[src/rtl/gpio_port_pkg.sv]
package gpio_port_pkg;

  typedef enum logic [1:0] {
    RD_NONE = 2'd0,
    RD_CFG  = 2'd1,
    RD_DATA = 2'd2,
    RD_PULL = 2'd3
  } rdSel_e;

  typedef struct packed {
    logic   wrCfg;
    logic   wrData;
    logic   wrSet;
    logic   wrClr;
    logic   wrPull;
    rdSel_e rdSel;
  } regStrobe_t;

endpackage

[src/rtl/gpio_port_ctrl.sv]
module gpio_port_ctrl
  import gpio_port_pkg::*;
#(
  parameter int ADDR_W     = 8,
  parameter int PORT_INDEX = 0
) (
  input  logic [ADDR_W-1:0] busAddr,
  input  logic              busWr,
  input  logic              busRd,
  output regStrobe_t        strb
);

  localparam logic [ADDR_W-1:0] OFS_CFG  = ADDR_W'(4 * PORT_INDEX);
  localparam logic [ADDR_W-1:0] OFS_DATA = ADDR_W'(8'h20);
  localparam logic [ADDR_W-1:0] OFS_SET  = ADDR_W'(8'h24);
  localparam logic [ADDR_W-1:0] OFS_CLR  = ADDR_W'(8'h28);
  localparam logic [ADDR_W-1:0] OFS_PULL = ADDR_W'(8'h2C);

  logic hitCfg, hitData, hitSet, hitClr, hitPull;

  always_comb begin
    hitCfg  = (busAddr == OFS_CFG);
    hitData = (busAddr == OFS_DATA);
    hitSet  = (busAddr == OFS_SET);
    hitClr  = (busAddr == OFS_CLR);
    hitPull = (busAddr == OFS_PULL);
  end

  always_comb begin
    strb.wrCfg  = busWr & hitCfg;
    strb.wrData = busWr & hitData;
    strb.wrSet  = busWr & hitSet;
    strb.wrClr  = busWr & hitClr;
    strb.wrPull = busWr & hitPull;
    strb.rdSel  = RD_NONE;
    if (busRd) begin
      if (hitCfg)       strb.rdSel = RD_CFG;
      else if (hitData) strb.rdSel = RD_DATA;
      else if (hitPull) strb.rdSel = RD_PULL;
    end
  end

  always_comb begin
    AST_ONE_WRITE: assert ($onehot0({strb.wrCfg, strb.wrData, strb.wrSet, strb.wrClr, strb.wrPull}));
    AST_IDLE_NO_READ: assert (busRd || strb.rdSel == RD_NONE);
  end

endmodule

[src/rtl/gpio_port_dp.sv]
module gpio_port_dp
  import gpio_port_pkg::*;
#(
  parameter int PIN_COUNT  = 8,
  parameter int FUNC_W     = 2,
  parameter bit HAS_PULLUP = 1'b1
) (
  input  logic                          clk,
  input  logic                          rst_n,
  input  regStrobe_t                    strb,
  input  logic [4*PIN_COUNT-1:0]        busWrData,
  input  logic [PIN_COUNT-1:0]          padIn,
  output logic [4*PIN_COUNT-1:0]        rdWord,
  output logic [PIN_COUNT-1:0]          padOutEn,
  output logic [PIN_COUNT-1:0]          padOut,
  output logic [PIN_COUNT-1:0]          padPullEn,
  output logic [FUNC_W*PIN_COUNT-1:0]   padFuncSel
);

  localparam int WORD_W = 4 * PIN_COUNT;
  localparam int SEL_W  = FUNC_W * PIN_COUNT;
  localparam int DIR_LO = 3 * PIN_COUNT;
  localparam int OUT_LO = 2 * PIN_COUNT;
  localparam int SNP_LO = PIN_COUNT;

  logic [PIN_COUNT-1:0] wrMask;
  logic [PIN_COUNT-1:0] syncA, syncB;
  logic [PIN_COUNT-1:0] snapReg;
  logic                 snapTaken;

  assign wrMask = busWrData[PIN_COUNT-1:0];

  // two-stage input synchronizer
  always_ff @(posedge clk or negedge rst_n) begin
    if (!rst_n) begin
      syncA <= '0;
      syncB <= '0;
    end else begin
      syncA <= padIn;
      syncB <= syncA;
    end
  end

  // one-time snapshot of pin levels after reset release
  always_ff @(posedge clk or negedge rst_n) begin
    if (!rst_n) begin
      snapReg   <= '0;
      snapTaken <= 1'b0;
    end else if (!snapTaken) begin
      snapReg   <= padIn;
      snapTaken <= 1'b1;
    end
  end

  // direction and output latch; a full data write, a set and a clear are exclusive in a cycle
  always_ff @(posedge clk or negedge rst_n) begin
    if (!rst_n) begin
      padOutEn <= '0;
      padOut   <= '0;
    end else begin
      if (strb.wrData) begin
        padOutEn <= busWrData[DIR_LO +: PIN_COUNT];
        padOut   <= busWrData[OUT_LO +: PIN_COUNT];
      end else if (strb.wrClr) begin
        padOut <= padOut & ~wrMask;
      end else if (strb.wrSet) begin
        padOut <= padOut | wrMask;
      end
    end
  end

  always_ff @(posedge clk or negedge rst_n) begin
    if (!rst_n) padFuncSel <= '0;
    else if (strb.wrCfg) padFuncSel <= busWrData[SEL_W-1:0];
  end

  generate
    if (HAS_PULLUP) begin : g_pull
      logic [PIN_COUNT-1:0] pullReg;
      always_ff @(posedge clk or negedge rst_n) begin
        if (!rst_n) pullReg <= '1;
        else if (strb.wrPull) pullReg <= wrMask;
      end
      assign padPullEn = pullReg;
    end else begin : g_nopull
      assign padPullEn = '0;
    end
  endgenerate

  always_comb begin
    rdWord = '0;
    unique case (strb.rdSel)
      RD_CFG:  rdWord[SEL_W-1:0] = padFuncSel;
      RD_DATA: rdWord = {padOutEn, padOut, snapReg, syncB};
      RD_PULL: rdWord[PIN_COUNT-1:0] = padPullEn;
      default: rdWord = '0;
    endcase
  end

  AST_SET_ONES: assert property (@(posedge clk) disable iff (!rst_n)
    strb.wrSet |=> ((padOut & $past(wrMask)) == $past(wrMask)));
  AST_SET_KEEP: assert property (@(posedge clk) disable iff (!rst_n)
    strb.wrSet |=> ((padOut & ~$past(wrMask)) == ($past(padOut) & ~$past(wrMask))));
  AST_CLR_ZEROS: assert property (@(posedge clk) disable iff (!rst_n)
    strb.wrClr |=> ((padOut & $past(wrMask)) == '0));
  AST_CLR_KEEP: assert property (@(posedge clk) disable iff (!rst_n)
    strb.wrClr |=> ((padOut & ~$past(wrMask)) == ($past(padOut) & ~$past(wrMask))));
  AST_SNAP_HOLD: assert property (@(posedge clk) disable iff (!rst_n)
    snapTaken |=> $stable(snapReg));
  AST_FUNC_HOLD: assert property (@(posedge clk) disable iff (!rst_n)
    !strb.wrCfg |=> $stable(padFuncSel));
  AST_DIR_HOLD: assert property (@(posedge clk) disable iff (!rst_n)
    !strb.wrData |=> $stable(padOutEn));
  AST_OUT_HOLD: assert property (@(posedge clk) disable iff (!rst_n)
    !(strb.wrData || strb.wrSet || strb.wrClr) |=> $stable(padOut));

endmodule

[src/rtl/gpio_port_regs.sv]
module gpio_port_regs
  import gpio_port_pkg::*;
#(
  parameter int PIN_COUNT  = 8,
  parameter int FUNC_W     = 2,
  parameter int ADDR_W     = 8,
  parameter int PORT_INDEX = 0,
  parameter bit HAS_PULLUP = 1'b1
) (
  input  logic                        clk,
  input  logic                        rst_n,
  input  logic [ADDR_W-1:0]           busAddr,
  input  logic [4*PIN_COUNT-1:0]      busWrData,
  input  logic                        busWr,
  input  logic                        busRd,
  output logic [4*PIN_COUNT-1:0]      busRdData,
  input  logic [PIN_COUNT-1:0]        padIn,
  output logic [PIN_COUNT-1:0]        padOutEn,
  output logic [PIN_COUNT-1:0]        padOut,
  output logic [PIN_COUNT-1:0]        padPullEn,
  output logic [FUNC_W*PIN_COUNT-1:0] padFuncSel
);

  regStrobe_t strb;

  gpio_port_ctrl #(
    .ADDR_W     (ADDR_W),
    .PORT_INDEX (PORT_INDEX)
  ) i_ctrl (
    .busAddr (busAddr),
    .busWr   (busWr),
    .busRd   (busRd),
    .strb    (strb)
  );

  gpio_port_dp #(
    .PIN_COUNT  (PIN_COUNT),
    .FUNC_W     (FUNC_W),
    .HAS_PULLUP (HAS_PULLUP)
  ) i_dp (
    .clk        (clk),
    .rst_n      (rst_n),
    .strb       (strb),
    .busWrData  (busWrData),
    .padIn      (padIn),
    .rdWord     (busRdData),
    .padOutEn   (padOutEn),
    .padOut     (padOut),
    .padPullEn  (padPullEn),
    .padFuncSel (padFuncSel)
  );

  AST_RESET_OUTS: assert property (@(posedge clk) !rst_n |-> (padOutEn == '0 && padOut == '0));

endmodule

[config.mk]
export PLATFORM = sky130hd
export DESIGN_NAME = gpio_port_regs
export DESIGN_NICKNAME = d
export VERILOG_FILES = /design/src/rtl/gpio_port_pkg.sv /design/src/rtl/gpio_port_ctrl.sv /design/src/rtl/gpio_port_dp.sv /design/src/rtl/gpio_port_regs.sv
export SDC_FILE = /design/constraint.sdc
export NUM_CORES = 1
export LEC_CHECK = 0
export BUFFER_PORTS_ARGS = -buffer_cell sky130_fd_sc_hd__buf_2
export CORE_ASPECT_RATIO = 0.7
export CORE_UTILIZATION = 45
export CTS_BUF_LIST = sky130_fd_sc_hd__clkbuf_4 sky130_fd_sc_hd__clkbuf_8
export DETAILED_ROUTE_END_ITERATION = 6
export PLACE_DENSITY_LB_ADDON = 0.12
export SYNTH_ARGS = -nofsm -noshare
export SYNTH_HDL_FRONTEND = slang
export SYNTH_SLANG_ARGS = --single-unit
[constraint.sdc]
create_clock -name clk -period 2.4 [get_ports clk]
set_input_delay 0.48 -clock clk [delete_from_list [all_inputs] [get_ports clk]]
set_output_delay 0.48 -clock clk [all_outputs]
set_load 0.05 [all_outputs]
==> flow_summary.ini, run 1 <==
[yosys]
ys_async_sr_fraction_pct = 100.0
synth.area.top_cells = dfrtp_1 (50%), mux2_1 (9.1%), dfstp_2 (7.3%)
synth_xor_area_share_pct = 0
synthAdderAreaFrac_pct = 0
synth.distinct_cells = 28
synthFlopType = dfrtp_1
seq_area_frac_synth_pct = 57.22
synthTopCellsByCount = dfrtp_1 (57), nand2_1 (25), mux2_1 (23), mux2_2 (17), and2_1 (15)
synth_nets = 285
synth-warning-count = 0
netlist_instances = 233
synth_edf_count = 0
yosys.area_share.simple_pct = 12.29
synth-compound-area-share_pct = 12.07
yosysTopAreaCellShare_pct = 49.87
yosysMostFrequentCell = dfrtp_1
synth.ff_latch_count = 65
syn_area_per_cell_um2 = 12.28
synthMuxAreaShare_pct = 15.75
synth_top_family_by_area = multiplexers
netlist_area_um2 = 2860
yosysTopAreaCell = dfrtp_1

[sta]
timing.fmax_mhz = 392.9
skew_ps = 4.979
rsz0062_at_grt = yes
post-route-min-period_ps = 2545
whs_ps = 90.73
timing.final.hold_violations = 0
finalWorstSetupSlack_ps = -145.2
period_share_pct = 106.0
tightest_slew_ps = 570.5
relSlewSlack_pct = 61.87
setup_viol = 22
final-max-slew-violation-count = 0

[die]
initial_core_util_pct = 48.25
fp.dieW_um = 97.29
io_pins = 124
dieArea_um2 = 6684
core_area_um2 = 5928
die_h_um = 68.70
std_cell_rows = 23

[cells_and_area]
diodes = 0
fin_util_pct = 75.92
nets = 431
drive_above_1_share_pct = 56.51
multi_input_area_um2 = 1458
areaGrowthSynthToFinish_pct = 57.35
regArea_um2 = 1637
final_cell_area_um2 = 4501
num-fill-cells = 390

[critical_path]
ff2ff_path_depth = 1
max_stage_delay_ps = 530
end_kind = output pin
startpoint_type = primary input
crit_arrival_ps = 2070
crit_fanout = 4
cp_slowest_cell = or4b_4
required_ps = 1920
crit_chain = buf_6 -> or4b_4 -> or4_4 -> buf_6 -> o2bb2ai_4 -> buf_6
crit_path_frequent_cell = buf_6
crit_cells = 6
crit_family = simple AND/OR/NAND/NOR gates
crit_buf_inv = 3
path_class = primary input to output pin

[cts]
cts.sinks = 65
ctsHoldBuffers = 0
cts_tree = done
clockBufferDepth = 2
clkTransAtPathRegs_ps = 70
clock_latency_ps = 340
cts_buffers = 9
cts_root_buffer = clkbuf_8
htreeDepth = 3

[power_and_ir_drop]
switching_share_pct = 27.18
power.switching_w = 0.0007381
peakVddDrop_mv = 0.5395
p_per_area_nw_per_um2 = 603.5
sequentialPowerShare_pct = 44.1
p_clk_share_pct = 42.4
power_frac_comb_pct = 13.5
internal_power_w = 0.001978
leakage_nw = 2.155
power_w = 0.002716

[worst_hold_path]
hold_class = primary input to async pin

[route]
wl_met3_um = 510
wl_um = 8068
vias_per_cell = 5.397
via_count = 2477
met2_length_um = 3866
post-route-drc-count = 0
drt_iter0_markers = 120
avgRoutedWirePerCell_um = 17.58
ant_nets = 0
dr.pass1.iters = 4
dr.max_layer_used = met4
wl_met1_um = 3569

[grt]
antenna_found_initial = 0
grt_pass1_wl_um = 12540
grt_max_degree = 47
track_usage_pct = 25.21
first_global_vias = 2463
grt_overflow = 0

[outcome]
outcome = finished, violations left
violations = negative setup slack

[place]
gp_congestion = 0.8079
pre_cts_slack_ps = -235.9
port_buffers = 123
placed_area_um2 = 4004
dp_hpwl_um = 5692

[run]
drv_cap = 0
## cells by family (layout without fill, tap and decap cells)
logic type / Yosys count / after routing
flops: 65 / 65
simple gates: 62 / 62
compound gates: 48 / 48
mux: 40 / 40
buf+inv: 17 / 168
other cells: 1 / 1
## power groups by stage
| stage | Clock, W | Sequential, W | Combinational, W |
|---|---|---|---|
| floorplan | 0 | 0.00131 | 0.000112 |
| global placement | 0 | 0.00122 | 0.000357 |
| detailed placement | 0 | 0.00122 | 0.000363 |
| CTS | 0.00118 | 0.00120 | 0.000367 |
| global route | 0.00121 | 0.00121 | 0.000391 |
| finish | 0.00115 | 0.00120 | 0.000367 |
## layer usage
layer  global-route usage (%)  vias to the layer above
li1                         -                     1147
met1                    32.51                     1218
met2                    41.55                       99
met3                    7.460                       13
met4                    8.824                        0
met5                        0                        -
## path summary, 6_finish.rpt
path	start	end	slack [ps]
setup reg to reg	i_dp.snapTaken	i_dp.snapReg[7]	1310
min in group clk	padIn[0]	i_dp.syncA[0]	260
max in group asynchronous	rst_n	i_dp.padPullEn[6]	1640
setup / recovery	busAddr[7]	busRdData[5]	-150
hold reg to reg	i_dp.syncA[7]	i_dp.syncB[7]	350
hold / removal	rst_n	i_dp.padFuncSel[14]	90
## layout by cell type, fill, tap and decap left out, types with 2 or more instances in the layout
master     instances
clkbuf_8           9
o21ai_0            8
mux2_2            17
nor3_4             2
buf_4             24
nand2_1           25
clkinv_4           2
buf_2             91
a22oi_1           10
or4_4              2
and2_1            15
o2111ai_1          2
dfstp_2            8
nor4_4             2
o2bb2ai_4          8
inv_6              2
dfrtp_1           57
inv_1              3
a31oi_1            6
a211oi_4           8
nand3_1            2
a211oi_1           6
buf_12             3
mux2_1            23
bufinv_16          3
buf_6             29
nor3_1             6
buf_8              2
## final cells by class
type / count / area share [%]
Sequential cell: 65 / 36.36
Multi-Input combinational cell: 151 / 32.39
Tap cell: 75 / 2.085
Inverter: 3 / 0.2502
Timing Repair Buffer: 149 / 23.38
Clock inverter: 7 / 2.780
Clock buffer: 9 / 2.752
## through the flow
stage	instances	setup TNS, ps
3_3_place_gp	438	-3114
2_1_floorplan	233	-256.2
6_report	459	-1157
3_5_place_dp	438	-3537
4_1_cts	458	-1089
5_1_grt	459	-2188
## repair_timing
item	in CTS	in global routing
cloned	1	0
buffers inserted	3	1
setup endpoints to repair	30	31
gates resized for setup	61	5
Power figures use the tool's default switching activity.
==> run 2: changes to the inputs <==
GPL_TIMING_DRIVEN = 0   (was default)
==> flow_summary.ini, run 2 (same netlist as run 1, synthesis figures left out) <==
[die]
die_h_um = 68.70
fp.dieW_um = 97.29
io_pins = 124
core_area_um2 = 5928
std_cell_rows = 23
initial_core_util_pct = 48.25
dieArea_um2 = 6684

[sta]
timing.final.hold_violations = 0
setup_viol = 14
final-max-slew-violation-count = 0
rsz0062_at_grt = yes
timing.fmax_mhz = 391.6
period_share_pct = 106.4
post-route-min-period_ps = 2554
tns_ps = -1207
tightest_slew_ps = 820.2
relSlewSlack_pct = 45.32
skew_ps = 5.857
finalWorstSetupSlack_ps = -153.7

[route]
via_count = 2455
post-route-drc-count = 0
ant_nets = 0
vias_per_cell = 5.396
drt_iter0_markers = 134
wl_um = 8519
avgRoutedWirePerCell_um = 18.72
dr.pass1.iters = 4

[critical_path]
ff2ff_setup_slack_ps = 1180
ff2ff_path_depth = 2
startpoint = busAddr[4]
crit_fanout = 8
path_class = primary input to output pin
r2r_end = i_dp.snapReg[4]
crit_arrival_ps = 2070
endpoint = busRdData[4]
startpoint_type = primary input
required_ps = 1920
end_kind = output pin
r2r-start = i_dp.snapTaken

[outcome]
violations = negative setup slack
outcome = finished, violations left

[cts]
cts_root_buffer = clkbuf_8
clkTransAtPathRegs_ps = 70
cts_tree = done
cts_buffers = 9
clockBufferDepth = 2
htreeDepth = 3
clock_latency_ps = 350
cts.sinks = 65

[grt]
grt_overflow = 0
first_global_vias = 2321
track_usage_pct = 25.15
grt_pass1_wl_um = 12350
grt_max_degree = 66
antenna_found_initial = 0

[power_and_ir_drop]
peakVddDrop_mv = 0.3875
power_w = 0.002619
leakage_nw = 2.131
p_per_area_nw_per_um2 = 582.7

[cells_and_area]
fin_util_pct = 75.81
nets = 427
final_cells = 455
most-common-layout-cells = buf_2 (91), dfrtp_1 (57), nand2_1 (25), buf_6 (25), mux2_1 (23)
num-fill-cells = 391
areaGrowthSynthToFinish_pct = 57.13
final_common_cell = buf_2
drive_above_1_share_pct = 57.89
diodes = 0

[place]
gp_congestion = 0.7744
pre_cts_slack_ps = -472.3
port_buffers = 123
dp_hpwl_um = 5679
dp_cells = 431

[run]
drv_cap = 0

[worst_hold_path]
hold_class = primary input to async pin
## run 2: where the power goes
group          internal [W]  total, W  switching, W
clock              0.000595   0.00106      0.000466
sequential          0.00116   0.00120     0.0000385
combinational      0.000113  0.000362      0.000249
total               0.00186   0.00262      0.000754
## run 2: stage by stage
step           hold WS [ps]  area (um2)
2_1_floorplan         184.4        3186
3_5_place_dp          334.7        3897
5_1_grt               230.4        4494
3_3_place_gp          333.3        3895
6_report              219.9        4494
4_1_cts               226.2        4312
## run 2: what timing repair did
action                                  in CTS  in global routing
pin swaps                                    3                  4
buffers inserted                             4                  2
endpoints found under the setup margin      32                 26
hold buffers                                 0                  0
gates cloned                                 0                  2
resized for setup                           48                 50
## run 2: final cells by class
type,count,area [um2],area share (%)
Sequential cell,65,1637,36.41
Multi-Input combinational cell,151,1479,32.91
Timing Repair Buffer,131,938.4,20.88
Clock buffer,9,123.9,2.756
Buffer,14,110.1,2.450
Clock inverter,7,101.3,2.255
Tap cell,75,93.84,2.088
Inverter,3,11.26,0.2506
## run 2: worst min path at each step
stage | slack [ps] | endpoint | startpoint | cells past startpoint
after floorplan | 180 | async pin | rst_n | 0
after global placement | 330 | i_dp.syncB[6] | i_dp.syncA[6] | 0
after detailed placement | 330 | i_dp.syncB[1] | i_dp.syncA[1] | 0
after CTS | 230 | i_dp.syncA[2] | padIn[2] | 1
after global routing | 230 | i_dp.syncA[7] | padIn[7] | 1
final | 220 | i_dp.padFuncSel[14] | rst_n | 1
## run 2: critical path: stages
cell and delay (ps):
buf_6 90, or4b_4 570, or4_4 450, buf_12 170, o2bb2ai_4 130, buf_6 170
## run 2: routing by layer
layer / vias to the layer above / GRT usage, % / wire length (um)
li1: 1129 / - / -
met3: 12 / 9.173 / 484
met2: 90 / 38.64 / 4130
met4: 0 / 7.169 / 76
met5: - / 0 / 0
met1: 1224 / 33.98 / 3827
==> run 3: changes to the inputs <==
BUFFER_PORTS_ARGS = default   (was -buffer_cell sky130_fd_sc_hd__buf_2)
CORE_ASPECT_RATIO = default   (was 0.7)
DONT_BUFFER_PORTS = 1   (was default)
REMOVE_ABC_BUFFERS = 1   (was default)
==> flow_summary.ini, run 3 (same netlist as run 1, synthesis figures left out) <==
[sta]
timing.final.hold_violations = 2
setup_viol = 8
skew_ps = 5.945
final-max-slew-violation-count = 0
timing.fmax_mhz = 402.8
relSlewSlack_pct = 39.14
rsz0062_at_grt = yes
period_share_pct = 103.4
tightest_slew_ps = 910.4
finalWorstSetupSlack_ps = -82.63
whs_ps = -3.010
post-route-min-period_ps = 2483
tns_ps = -461.5

[critical_path]
ff2ff_path_depth = 1
crit_fanout = 8
ff2ff_setup_slack_ps = 1260
r2r_end = i_dp.padFuncSel[3]
r2r-start = i_dp.padFuncSel[3]
startpoint_type = primary input
crit_chain = or4b_4 -> or4_4 -> o2bb2ai_4
end_kind = output pin
required_ps = 1920
path_class = primary input to output pin
max_stage_delay_ps = 590
cp_slowest_cell = or4_4
crit_arrival_ps = 2000

[cts]
cts_tree = done
clockBufferDepth = 2
clock_latency_ps = 340
cts_buffers = 9
clkTransAtPathRegs_ps = 70
cts_root_buffer = clkbuf_8
cts.sinks = 65
htreeDepth = 3

[route]
drt_iter0_markers = 77
avgRoutedWirePerCell_um = 22.43
via_count = 1953
ant_nets = 0
dr.pass1.iters = 4
post-route-drc-count = 0
vias_per_cell = 6.084
wl_um = 7201

[die]
fp.dieW_um = 81.73
initial_core_util_pct = 47.47
io_pins = 124
dieArea_um2 = 6679
core_area_um2 = 6026
std_cell_rows = 28
die_h_um = 81.73

[cells_and_area]
final_common_cell = dfrtp_1
regArea_um2 = 1637
num-fill-cells = 488
diodes = 0
nets = 293
most-common-layout-cells = dfrtp_1 (57), nand2_1 (25), mux2_1 (23)
areaGrowthSynthToFinish_pct = 25.07
multi_input_area_um2 = 1495
drive_above_1_share_pct = 38.21

[grt]
grt_pass1_wl_um = 11540
antenna_found_initial = 0
grt_max_degree = 66
track_usage_pct = 24.04
first_global_vias = 2085
grt_overflow = 0

[outcome]
outcome = finished, violations left
violations = negative hold slack, negative setup slack

[power_and_ir_drop]
p_clk_share_pct = 38.8
switching_share_pct = 27.37
sequentialPowerShare_pct = 54.9
power_frac_comb_pct = 6.2
peakVddDrop_mv = 0.4300
p_per_area_nw_per_um2 = 666.8
internal_power_w = 0.001732
leakage_nw = 1.464
power.switching_w = 0.0006528
power_w = 0.002385

[place]
dp_hpwl_um = 4992
port_buffers = 0
gp_congestion = 0.7568

[worst_hold_path]
hold_class = primary input to async pin

[run]
drv_cap = 0
run 3: critical path, delay by kind of cell:
kind / cells / cell delay [ps]
AND/OR/NAND/NOR: 2 / 1110
AO/OA/AOI/OAI: 1 / 400
run 3: how the worst max path moves through the flow:
stage,slack [ps],end,startpoint
6_report,-80,busRdData[2],busAddr[4]
5_1_grt,-100,busRdData[2],busAddr[4]
4_1_cts,-180,busRdData[7],busAddr[4]
3_5_place_dp,-800,busRdData[7],busAddr[7]
3_3_place_gp,-1030,busRdData[22],busAddr[1]
2_1_floorplan,-830,busRdData[18],busAddr[1]
run 3: area by class of cell:
class	count	area share, %
Inverter	3	0.3148
Sequential cell	65	45.75
Timing Repair Buffer	11	3.917
Clock inverter	5	1.539
Multi-Input combinational cell	151	41.80
Clock buffer	11	4.057
Tap cell	75	2.623
run 3: stage by stage:
step / cell area (um2) / cells / setup WS, ps / utilization (%)
6_report: 3577 / 321 / -82.63 / 59.36
5_1_grt: 3577 / 321 / -103.3 / 59.36
4_1_cts: 3520 / 315 / -180.0 / 58.41
3_5_place_dp: 2959 / 295 / -802.8 / 49.11
3_3_place_gp: 2893 / 294 / -1031 / 48.01
2_1_floorplan: 2799 / 219 / -825.6 / -
run 3: what timing repair did:
item / in CTS / in global routing
cloned: 0 / 0
pin swaps: 5 / 6
setup endpoints to repair: 32 / 24
buffers inserted: 3 / 6
hold buffers: 1 / 0
gates resized for setup: 59 / 0
hold endpoints to repair: 65 / 0
run 3: power groups by stage:
stage	clock [W]	sequential, W	combinational [W]
4_1_cts	0.000947	0.00131	0.000146
2_1_floorplan	0	0.00131	0.0000781
6_report	0.000926	0.00131	0.000149
3_5_place_dp	0	0.00133	0.000101
5_1_grt	0.000995	0.00132	0.000169
3_3_place_gp	0	0.00132	0.0000902
run 3: metal layers:
layer	share of wire [%]	up-vias	wire length [um]	track usage (%)
met1	42	986	3000	30.12
met4	1.4	0	101	7.193
met3	8.7	13	627	9.444
met2	48	95	3472	38.35
met5	0	-	0	0
li1	-	859	-	-
